## src/rtl/hzd_types_pkg.sv

```systemverilog
package hzd_types_pkg;

  // Strobes from the stall decision to the compare/mux path and the pipeline.
  typedef struct packed {
    logic holdPc;    // fetch address must not advance
    logic holdIfid;  // fetch/decode register must not load
    logic zeroCtrl;  // bubble: control bundle replaced by zeros
  } stallStrobes_t;

  localparam int unsigned SRC_PORTS = 2;  // two source indices checked in decode

endpackage

```

## src/rtl/hzd_compare_path.sv

```systemverilog
module hzd_compare_path
  import hzd_types_pkg::*;
#(
  parameter int unsigned REG_IDX_W        = 5,
  parameter int unsigned EX_CTRL_W        = 4,
  parameter int unsigned MEM_CTRL_W       = 3,
  parameter int unsigned WB_CTRL_W        = 2,
  parameter bit          IGNORE_ZERO_DEST = 1'b1
) (
  input  logic [REG_IDX_W-1:0]  destIdx,
  input  logic [REG_IDX_W-1:0]  srcIdx [SRC_PORTS],
  input  logic [EX_CTRL_W-1:0]  realEx,
  input  logic [MEM_CTRL_W-1:0] realMem,
  input  logic [WB_CTRL_W-1:0]  realWb,
  input  stallStrobes_t         strobes,
  output logic [SRC_PORTS-1:0]  srcHit,
  output logic [EX_CTRL_W-1:0]  outEx,
  output logic [MEM_CTRL_W-1:0] outMem,
  output logic [WB_CTRL_W-1:0]  outWb
);

  localparam int unsigned BUNDLE_W = EX_CTRL_W + MEM_CTRL_W + WB_CTRL_W;

  logic destLive;
  logic [BUNDLE_W-1:0] realBundle;
  logic [BUNDLE_W-1:0] muxBundle;

  // The hard-wired zero register can never carry a pending load result.
  generate
    if (IGNORE_ZERO_DEST) begin : g_zeroGuard
      assign destLive = |destIdx;
    end else begin : g_noGuard
      assign destLive = 1'b1;
    end
  endgenerate

  // One equality comparator per source port.
  generate
    for (genvar p = 0; p < SRC_PORTS; p++) begin : g_cmp
      assign srcHit[p] = destLive && (srcIdx[p] == destIdx);
    end
  endgenerate

  // Bubble multiplexer: real control or all zeros.
  assign realBundle = {realEx, realMem, realWb};
  assign muxBundle  = strobes.zeroCtrl ? '0 : realBundle;
  assign {outEx, outMem, outWb} = muxBundle;

  always_comb begin
    a_r5_zero_dest_no_hit: assert (!(IGNORE_ZERO_DEST && destIdx == '0) || srcHit == '0)
      else $error("zero destination produced a hit");
    a_r7_bubble_zero: assert (!strobes.zeroCtrl || (outEx == '0 && outMem == '0 && outWb == '0))
      else $error("bubble carried nonzero control");
    a_r7_pass_through: assert (strobes.zeroCtrl ||
                               (outEx == realEx && outMem == realMem && outWb == realWb))
      else $error("control altered without a stall");
  end

endmodule

```

## src/rtl/hzd_stall_ctrl.sv

```systemverilog
module hzd_stall_ctrl
  import hzd_types_pkg::*;
(
  input  logic                 exIsLoad,
  input  logic [SRC_PORTS-1:0] srcHit,
  output stallStrobes_t        strobes
);

  logic stallNow;

  // Only a memory read in execute can leave decode waiting on its result.
  assign stallNow = exIsLoad && (|srcHit);

  always_comb begin
    strobes.holdPc   = stallNow;
    strobes.holdIfid = stallNow;
    strobes.zeroCtrl = stallNow;
  end

  always_comb begin
    a_r3_no_load_no_stall: assert (exIsLoad || !strobes.zeroCtrl)
      else $error("stall without a load in execute");
    a_r4_no_hit_no_stall: assert ((|srcHit) || !strobes.holdPc)
      else $error("stall without a source match");
    a_r6_strobes_together: assert (strobes.holdPc == strobes.holdIfid &&
                                   strobes.holdIfid == strobes.zeroCtrl)
      else $error("hold and bubble strobes disagree");
  end

endmodule

```

## src/rtl/load_use_guard.sv

```systemverilog
module load_use_guard
  import hzd_types_pkg::*;
#(
  parameter int unsigned REG_IDX_W        = 5,
  parameter int unsigned EX_CTRL_W        = 4,
  parameter int unsigned MEM_CTRL_W       = 3,
  parameter int unsigned WB_CTRL_W        = 2,
  parameter bit          IGNORE_ZERO_DEST = 1'b1
) (
  input  logic                  exMemRead,
  input  logic [REG_IDX_W-1:0]  exRt,
  input  logic [REG_IDX_W-1:0]  idRs,
  input  logic [REG_IDX_W-1:0]  idRt,
  input  logic [EX_CTRL_W-1:0]  idExCtrl,
  input  logic [MEM_CTRL_W-1:0] idMemCtrl,
  input  logic [WB_CTRL_W-1:0]  idWbCtrl,
  output logic                  pcWrite,
  output logic                  ifidWrite,
  output logic                  ctrlZero,
  output logic [EX_CTRL_W-1:0]  exCtrlNext,
  output logic [MEM_CTRL_W-1:0] memCtrlNext,
  output logic [WB_CTRL_W-1:0]  wbCtrlNext
);

  logic [REG_IDX_W-1:0] srcIdx [SRC_PORTS];
  logic [SRC_PORTS-1:0] srcHit;
  stallStrobes_t        strobes;

  assign srcIdx[0] = idRs;
  assign srcIdx[1] = idRt;

  hzd_compare_path #(
    .REG_IDX_W       (REG_IDX_W),
    .EX_CTRL_W       (EX_CTRL_W),
    .MEM_CTRL_W      (MEM_CTRL_W),
    .WB_CTRL_W       (WB_CTRL_W),
    .IGNORE_ZERO_DEST(IGNORE_ZERO_DEST)
  ) i_path (
    .destIdx(exRt),
    .srcIdx (srcIdx),
    .realEx (idExCtrl),
    .realMem(idMemCtrl),
    .realWb (idWbCtrl),
    .strobes(strobes),
    .srcHit (srcHit),
    .outEx  (exCtrlNext),
    .outMem (memCtrlNext),
    .outWb  (wbCtrlNext)
  );

  hzd_stall_ctrl i_ctrl (
    .exIsLoad(exMemRead),
    .srcHit  (srcHit),
    .strobes (strobes)
  );

  assign pcWrite   = !strobes.holdPc;
  assign ifidWrite = !strobes.holdIfid;
  assign ctrlZero  = strobes.zeroCtrl;

  always_comb begin
    a_r1_rs_match_stalls: assert (!(exMemRead && exRt != '0 && exRt == idRs) || !pcWrite)
      else $error("load hazard on first source missed");
    a_r2_rt_match_stalls: assert (!(exMemRead && exRt != '0 && exRt == idRt) || !ifidWrite)
      else $error("load hazard on second source missed");
  end

endmodule

```

## config.mk

```make
export PLATFORM = sky130hd
export DESIGN_NAME = load_use_guard
export DESIGN_NICKNAME = d
export VERILOG_FILES = /design/src/rtl/hzd_types_pkg.sv /design/src/rtl/hzd_compare_path.sv /design/src/rtl/hzd_stall_ctrl.sv /design/src/rtl/load_use_guard.sv
export SDC_FILE = /design/constraint.sdc
export NUM_CORES = 1
export LEC_CHECK = 0
export BUFFER_PORTS_ARGS = -buffer_cell sky130_fd_sc_hd__buf_2
export CORE_AREA = 4 4 41 43
export DETAILED_ROUTE_END_ITERATION = 6
export DIE_AREA = 0 0 45 47
export MAX_ROUTING_LAYER = met4
export PLACE_DENSITY = 0.65
export SYNTH_ARGS = -nofsm -noshare
export SYNTH_HDL_FRONTEND = slang
export SYNTH_SLANG_ARGS = --single-unit
export TNS_END_PERCENT = 5
```

## constraint.sdc

```tcl
create_clock -name vclk -period 3.9
set_input_delay 0.78 -clock vclk [all_inputs]
set_output_delay 0.78 -clock vclk [all_outputs]
set_load 0.05 [all_outputs]
```

==> flow_summary.toml, run 1 <==
[run_status]
status = "completed"

[global_routing]
grt_first_pass_wirelength_um = 1210
global_route.overflow_total = 0
global_route.peak_usage_layer = "met2"
global_route.usage.met2_pct = 12.4
first_global_vias = 310
grt_antenna_before_repair = 0
global_route.usage.total_pct = 7.23
global_route.usage.met3_pct = 0.766
globalRouteMet1Util_pct = 9.66
grt_max_degree = 12

[timing]
setup_total_negative_slack_ns = 0
final-max-slew-violation-count = 0
worstMarginPinSlew_ns = 0.548
setup_violations = 0
finalCriticalPeriod_ns = 3.07
top_achievable_clock_speed_mhz = 326
fin_crit_share_pct = 78.6
hold_viol = 0
worst_slew_margin_rel_pct = 63.5
grt_setup_unrepaired = "no"

[synth]
syn-cell-area_um2 = 263
synth.lib_cells_used.distinct = 11
synth_area_per_cell_um2 = 8.48
yosys_warnings = 0
postSynthNetCount = 56
sequential_cell_area_fraction_in_the_yosys_report_pct = 0
syn_inst = 31

[power_and_ir_drop]
peakVddDrop_mv = 0.0407
p_leak_nw = 0.218
power.density_nw_per_um2 = 163
report.power.total_w = 0.0000735

[floorplanning]
core_region_area_um2 = 1300
rows = 13
floorplan.io_pins = 37
initial_core_util_pct = 20.2
die_h_um = 47
die_width_um = 45
dieArea_um2 = 2120

[cells_and_area]
areaGrowthSynthToFinish_pct = 71.4
final_cell_area_um2 = 450
final_nets = 93
num-clock-buffers = 0
post_route_cells_drive_above_1_share_pct = 72.7
ff_latch_area_um2 = 0
layout_common_cells = "37 x sky130_fd_sc_hd__buf_2, 10 x sky130_fd_sc_hd__xnor2_1, 9 x sky130_fd_sc_hd__a21boi_2, 3 x sky130_fd_sc_hd__nand2_1, 2 x sky130_fd_sc_hd__nand3_1"
final_common_cell = "sky130_fd_sc_hd__buf_2"
insertedDiodeCount = 0
post_layout_nonfiller_instances = 81
design.seq.count = 0

[detailed_routing]
routed-via-count = 328
vias_per_cell = 4.05
drc_errors = 0
detail-route-antenna-nets = 0
detail_route.iter0.violations = 0
routed_wire_length_per_instance_um = 9.72
detail_route.wirelength_um = 787
drt-pass1-iter-count = 1

[setup_path]
worst_path_dominant_cell_family = "simple AND/OR/NAND/NOR gates"
worst_path_most_repeated_cell = "sky130_fd_sc_hd__buf_2"
buf_inv_stages_crit_path = 2
crit_path_max_fanout = 11
worst_ep_required_time_ns = 3.12
crit_path_end_kind = "primary output"
cpPeakStageDelay_ns = 0.52
crit_path_cell_trace = "buf_2 > or4_1 > o21a_1 > and2_2 > buf_2"
crit_arrival_ns = 2.29
crit_slowest_cell = "sky130_fd_sc_hd__or4_1"
path_class = "input port to primary output"
crit_path_start_kind = "input port"

[hold_path]
hold_path_startpoint = "idExCtrl[3]"
min_path_type = "input port to primary output"
hold_depth = 3
min_to = "exCtrlNext[3]"

[place]
dp.cells = 81
place_congestion = 0.694
hpwlAfterDp_um = 716
placed_cell_area_um2 = 450
port-buffer-count = 37

[clock_tree]
cts-resized-gates = 0
cts.repair_timing.setup_buffer_count = 0
cts_hold_repair.buffers = 0

[job]
maxCapViolCount = 0
-- cell usage after synthesis (all sizes together) --
library cell | count | area, um^2
a21boi | 9 | 101
o22ai | 1 | 6.26
nand3 | 2 | 10.0
or4 | 1 | 7.51
buf | 3 | 23.8
nand2 | 3 | 11.3
and2 | 1 | 7.51
o21a | 1 | 7.51
xnor2 | 10 | 87.6
-- tightest hold or removal path: cells and delay by family --
kind | cells | cell delay (ns)
AO/OA/AOI/OAI | 1 | 0.13
buffers and inverters | 2 | 0.29
-- logic make-up (layout without fill, tap and decap cells) --
family | count (synthesis) | after routing | synth area share (%)
XOR/XNOR | 10 | 10 | 33.3
buffers and inverters | 3 | 38 | 9.05
AO/OA/AOI/OAI | 11 | 11 | 43.8
AND/OR/NAND/NOR | 7 | 7 | 13.8
-- metal layers --
layer | up-vias | wire length [um]
li1 | 176 | -
met1 | 132 | 302
met2 | 20 | 367
met3 | 0 | 117
met4 | 0 | 0
met5 | - | 0
-- worst max path at each step --
| stage | startpoint | to | slack (ns) | cells after the start |
|---|---|---|---|---|
| 2_1_floorplan | exRt[0] | pcWrite | 0.85 | 5 |
| 3_3_place_gp | exRt[0] | ctrlZero | 0.84 | 5 |
| 3_5_place_dp | exRt[0] | ctrlZero | 0.82 | 5 |
| 4_1_cts | exRt[0] | ctrlZero | 0.82 | 5 |
| 5_1_grt | exRt[0] | exCtrlNext[2] | 0.77 | 5 |
| 6_report | exRt[0] | ctrlZero | 0.83 | 5 |
-- through the flow --
step / hold WS (ns) / util (%) / worst slack, ns
2_1_floorplan: 1.79 / - / 0.847
6_report: 1.99 / 34.6 / 0.834
3_5_place_dp: 1.99 / 34.6 / 0.820
4_1_cts: 1.99 / 34.6 / 0.822
5_1_grt: 2.00 / 34.6 / 0.766
3_3_place_gp: 1.99 / 34.6 / 0.844
-- layout make-up --
cell class	instances	area [um^2]
repair buffers	38	193
multi-input cells	28	239
well taps	15	18.8
fillers	151	851
-- report_power, final --
part / internal [W] / switching (W)
combinational: 0.0000280 / 0.0000455
sequential: 0 / 0
clock: 0 / 0
Power figures use the tool's default switching activity.
==> inputs of run 2 (changes only) <==
--- a/config.mk
+++ b/config.mk
@@ -5,12 +5,13 @@
 export SDC_FILE = /design/constraint.sdc
 export NUM_CORES = 1
 export LEC_CHECK = 0
+export ABC_AREA = 1
 export BUFFER_PORTS_ARGS = -buffer_cell sky130_fd_sc_hd__buf_2
 export CORE_AREA = 4 4 41 43
 export DETAILED_ROUTE_END_ITERATION = 6
 export DIE_AREA = 0 0 45 47
 export MAX_ROUTING_LAYER = met4
-export PLACE_DENSITY = 0.65
+export PLACE_DENSITY = 0.74
 export SYNTH_ARGS = -nofsm -noshare
 export SYNTH_HDL_FRONTEND = slang
 export SYNTH_SLANG_ARGS = --single-unit
==> constraint.sdc (replaced) <==
create_clock -name vclk -period 2.6
set_input_delay 0.52 -clock vclk [all_inputs]
set_output_delay 0.52 -clock vclk [all_outputs]
set_load 0.05 [all_outputs]
==> run 2 against run 1 <==
Compared with the run above: critical path depth up 2; sequential share of layout area stayed put; die area stayed put; area after synthesis grew 28%; final cell count increased by 49%; sequential cell count unchanged; non-clock buffer count down 1; synthesized cell count rose by 130%; utilization grew 6.3 points; first-iteration DRC count rose by 4; global-route usage rose by 1.6 points.
==> flow_summary.toml, run 2 <==
[detailed_routing]
drc_errors = 0
detail-route-antenna-nets = 0
top_layer_used = "met3"
detailroute.wirelength.met3_um = 112
routed-via-count = 485
routed_wire_length_per_instance_um = 8.02
drt-pass1-iter-count = 2
vias_per_cell = 4.01
detail_route.wirelength_um = 971
dr_wl_met2_um = 487
detail_route.iter0.violations = 4
met1_wire_length_um = 371

[place]
hpwlAfterDp_um = 882
place_congestion = 0.754
port-buffer-count = 37
placed_cell_area_um2 = 533

[timing]
fin_hold_ws_ns = 1.40
setup_violations = 0
finalCriticalPeriod_ns = 2.01
hold_viol = 0
final-max-slew-violation-count = 0
grt_setup_unrepaired = "no"
fin_crit_share_pct = 77.2
setup_total_negative_slack_ns = 0
top_achievable_clock_speed_mhz = 498
worst_slew_margin_rel_pct = 83.2
worstMarginPinSlew_ns = 0.253

[power_and_ir_drop]
power.density_nw_per_um2 = 226
p_leak_nw = 0.387
peakVddDrop_mv = 0.0515

[floorplanning]
dieArea_um2 = 2120
die_h_um = 47
rows = 13
floorplan.io_pins = 37
core_region_area_um2 = 1300
die_width_um = 45
initial_core_util_pct = 25.9

[synth]
synth.lib_cells_used.distinct = 13
synth_largest_area_cell = "sky130_fd_sc_hd__nand2_1"
synth_most_common_cell = "sky130_fd_sc_hd__nand2_1"
synth_area_per_cell_um2 = 4.81
synth.area.top_cells = "sky130_fd_sc_hd__nand2_1 22%, sky130_fd_sc_hd__inv_1 19%, sky130_fd_sc_hd__a21oi_1 13%, sky130_fd_sc_hd__inv_2 7.8%, sky130_fd_sc_hd__nand2_2 7.4%"
postSynthNetCount = 95
yosys_warnings = 0
syn_inst = 70
synth_top_area_share_pct = 22.3
syn-cell-area_um2 = 337
netlist_top_cells_count = "20 x sky130_fd_sc_hd__nand2_1, 17 x sky130_fd_sc_hd__inv_1, 9 x sky130_fd_sc_hd__a21oi_1"
sequential_cell_area_fraction_in_the_yosys_report_pct = 0

[clock_tree]
cts-resized-gates = 0
cts.repair_timing.setup_buffer_count = 0
cts_hold_repair.buffers = 0

[global_routing]
grt_first_pass_wirelength_um = 1470
grt_antenna_before_repair = 0
first_global_vias = 391
global_route.overflow_total = 0
grt_max_degree = 11
global_route.usage.total_pct = 8.85

[setup_path]
crit_path_start_kind = "input port"
crit_arrival_ns = 1.49
path_class = "input port to primary output"
crit_path_max_fanout = 10
crit_path_end_kind = "primary output"
worst_ep_required_time_ns = 2.08

[job]
maxCapViolCount = 0

[cells_and_area]
final_nets = 133
final_common_cell = "sky130_fd_sc_hd__buf_2"
post_route_cells_drive_above_1_share_pct = 51.9
final_cell_area_um2 = 533
design.seq.count = 0
multiInputGateArea_um2 = 239
num-clock-buffers = 0
num-fill-cells = 155
insertedDiodeCount = 0
layout_common_cells = "37 x sky130_fd_sc_hd__buf_2, 20 x sky130_fd_sc_hd__nand2_1, 17 x sky130_fd_sc_hd__inv_1, 9 x sky130_fd_sc_hd__a21oi_1, 7 x sky130_fd_sc_hd__inv_2"
ff_latch_area_um2 = 0
areaGrowthSynthToFinish_pct = 58.4

[run_status]
status = "completed"

[hold_path]
min_path_type = "input port to primary output"
[run 2: cell types whose count changed in the layout (fill, tap and decap cells not counted), sizes merged, moves of 4 or more]
cell and delta:
nand2 +23, inv +24, nor2 +4, xnor2 -8, a21boi -9, a21oi +9
[run 2: per-stage QoR]
step / utilization [%] / setup slack (ns) / instances / power, W
floorplan: - / 0.388 / 70 / 0.0000840
CTS: 41.0 / 0.582 / 121 / 0.000122
finish: 41.0 / 0.592 / 121 / 0.000121
detailed placement: 41.0 / 0.586 / 121 / 0.000121
global placement: 41.0 / 0.606 / 121 / 0.000120
global route: 41.0 / 0.431 / 121 / 0.000131
[run 2: logic make-up after synthesis]
group,count (synthesis),synth area share (%)
buf+inv,25,29.0
compound gates,10,14.9
simple gates,33,50.9
xor+xnor,2,5.21
[run 2: layout make-up]
class | count | area share (%)
multi-input combinational | 45 | 44.8
timing repair buffer | 37 | 34.7
inverter | 24 | 16.9
tap | 15 | 3.52
[run 2: critical path, stage by stage]
cell and delay, ns:
sky130_fd_sc_hd__buf_2 0.11, sky130_fd_sc_hd__inv_2 0.06, sky130_fd_sc_hd__nand4_1 0.09, sky130_fd_sc_hd__o21ai_1 0.15, sky130_fd_sc_hd__inv_2 0.11, sky130_fd_sc_hd__a21oi_1 0.16, sky130_fd_sc_hd__buf_2 0.28
[run 2: path summary, 6_finish.rpt]
| path | startpoint | to | cells past startpoint |
|---|---|---|---|
| setup / recovery | exRt[3] | exCtrlNext[0] | 7 |
| hold / removal | idMemCtrl[1] | memCtrlNext[1] | 4 |
[run 2: power breakdown]
group / switching [W] / total [W] / internal, W
sequential: 0 / 0 / 0
combinational: 0.0000826 / 0.000121 / 0.0000381
clock: 0 / 0 / 0
[run 2: layer usage]
layer  GRT usage (%)  up-vias
met1            11.2      195
met4               0        0
met5               -        -
met2            15.8       17
li1                -      273
met3            1.15        0
==> inputs of run 3 (changes only) <==
--- a/config.mk
+++ b/config.mk
@@ -11,7 +11,7 @@
 export DETAILED_ROUTE_END_ITERATION = 6
 export DIE_AREA = 0 0 45 47
 export MAX_ROUTING_LAYER = met4
-export PLACE_DENSITY = 0.74
+export PLACE_DENSITY = 0.71
 export SYNTH_ARGS = -nofsm -noshare
 export SYNTH_HDL_FRONTEND = slang
 export SYNTH_SLANG_ARGS = --single-unit
==> constraint.sdc (replaced) <==
create_clock -name vclk -period 2.1
set_input_delay 0.42 -clock vclk [all_inputs]
set_output_delay 0.42 -clock vclk [all_outputs]
set_load 0.05 [all_outputs]
==> run 3 against run 2 <==
Compared with the run above: worst setup slack worse by 0.33 ns; sequential cell count stayed put; combinational power is 24% higher; critical endpoint is now exCtrlNext[1]; largest cell class unchanged; largest power group unchanged.
==> flow_summary.toml, run 3 (same netlist as run 2, synthesis figures left out) <==
[setup_path]
crit_path_end_kind = "primary output"
worst_path_dominant_cell_family = "buffers and inverters"
crit_arrival_ns = 1.42
buf_inv_stages_crit_path = 4
crit_slowest_cell = "sky130_fd_sc_hd__buf_2"
crit_path_cell_trace = "buf_2 > inv_2 > nand4_1 > o21ai_1 > inv_2 > a21oi_1 > buf_2"
crit_path_max_fanout = 10
path_class = "input port to primary output"
worst_ep_required_time_ns = 1.68
crit_path_start_kind = "input port"
cpPeakStageDelay_ns = 0.28

[global_routing]
global_route.usage.total_pct = 8.69
first_global_vias = 395
grt_antenna_before_repair = 0
grt_max_degree = 11
grt_first_pass_wirelength_um = 1440
global_route.overflow_total = 0

[timing]
worstMarginPinSlew_ns = 0.255
final-max-slew-violation-count = 0
setup_total_negative_slack_ns = 0
grt_setup_unrepaired = "no"
hold_viol = 0
fin_crit_share_pct = 87.6
finalCriticalPeriod_ns = 1.84
top_achievable_clock_speed_mhz = 544
worst_slew_margin_rel_pct = 83.1
fin_hold_ws_ns = 1.20
setup_violations = 0

[detailed_routing]
detail_route.iter0.violations = 1
drt-pass1-iter-count = 4
routed-via-count = 498
vias_per_cell = 4.12
detail_route.wirelength_um = 1030
routed_wire_length_per_instance_um = 8.55
detail-route-antenna-nets = 0
drc_errors = 0

[job]
maxCapViolCount = 0

[place]
place_congestion = 0.767
hpwlAfterDp_um = 961
port-buffer-count = 37

[floorplanning]
dieArea_um2 = 2120
floorplan.io_pins = 37
initial_core_util_pct = 25.9
die_width_um = 45
rows = 13
core_region_area_um2 = 1300
die_h_um = 47

[power_and_ir_drop]
p_leak_nw = 0.387
report.power.total_w = 0.000150
peakVddDrop_mv = 0.0845
power.sequential.fraction_pct = 0
pwr-share-comb_pct = 100.0
switching_power_w = 0.000103
power.density_nw_per_um2 = 282
intPower_w = 0.0000472
p_sw_share_pct = 68.6
clkPwrFrac_pct = 0

[cells_and_area]
areaGrowthSynthToFinish_pct = 58.4
design.seq.count = 0
layout_common_cells = "37 x sky130_fd_sc_hd__buf_2, 20 x sky130_fd_sc_hd__nand2_1, 17 x sky130_fd_sc_hd__inv_1, 9 x sky130_fd_sc_hd__a21oi_1, 7 x sky130_fd_sc_hd__inv_2"
final_nets = 133
post_route_cells_drive_above_1_share_pct = 51.9
ff_latch_area_um2 = 0
num-clock-buffers = 0
insertedDiodeCount = 0
final_common_cell = "sky130_fd_sc_hd__buf_2"

[clock_tree]
cts_hold_repair.buffers = 0
cts.repair_timing.setup_buffer_count = 0
cts-resized-gates = 0

[run_status]
status = "completed"

[hold_path]
min_path_type = "input port to primary output"
==> run 3: worst paths after layout <==
kind,slack (ns),endpoint,cells past startpoint,from
worst max-delay path,0.26,exCtrlNext[1],7,exRt[3]
worst min-delay path,1.20,wbCtrlNext[1],4,idWbCtrl[1]
==> run 3: power by group through the flow <==
stage / Combinational [W] / Sequential, W / Clock (W)
after floorplan: 0.000104 / 0 / 0
final: 0.000150 / 0 / 0
after detailed placement: 0.000152 / 0 / 0
after CTS: 0.000152 / 0 / 0
after global routing: 0.000163 / 0 / 0
after global placement: 0.000149 / 0 / 0
==> run 3: metrics by stage <==
step / area (um^2) / worst slack, ns / instances / util (%)
after floorplan: 337 / 0.0879 / 70 / -
after global placement: 533 / 0.294 / 121 / 41.0
after detailed placement: 533 / 0.251 / 121 / 41.0
after CTS: 533 / 0.253 / 121 / 41.0
after global routing: 533 / 0.141 / 121 / 41.0
final: 533 / 0.261 / 121 / 41.0
==> run 3: cell type report <==
| class | instances | area (um^2) |
|---|---|---|
| Fill cell | 166 | 768 |
| Inverter | 24 | 90.1 |
| Multi-Input combinational cell | 45 | 239 |
| Tap cell | 15 | 18.8 |
| Timing Repair Buffer | 37 | 185 |
==> run 3: routing by layer <==
metal  track usage (%)  up-vias  share of wire, %
met3             0.766        0               8.5
met2              17.2       17                55
met5                 -        -                 0
li1                  -      274                 -
met1              9.89      207                36
met4                 0        0                 0
==> run 3: tightest hold or removal path: stages <==
cell and delay (ns):
sky130_fd_sc_hd__buf_2 0.10, sky130_fd_sc_hd__inv_1 0.04, sky130_fd_sc_hd__a21oi_1 0.03, sky130_fd_sc_hd__buf_2 0.20
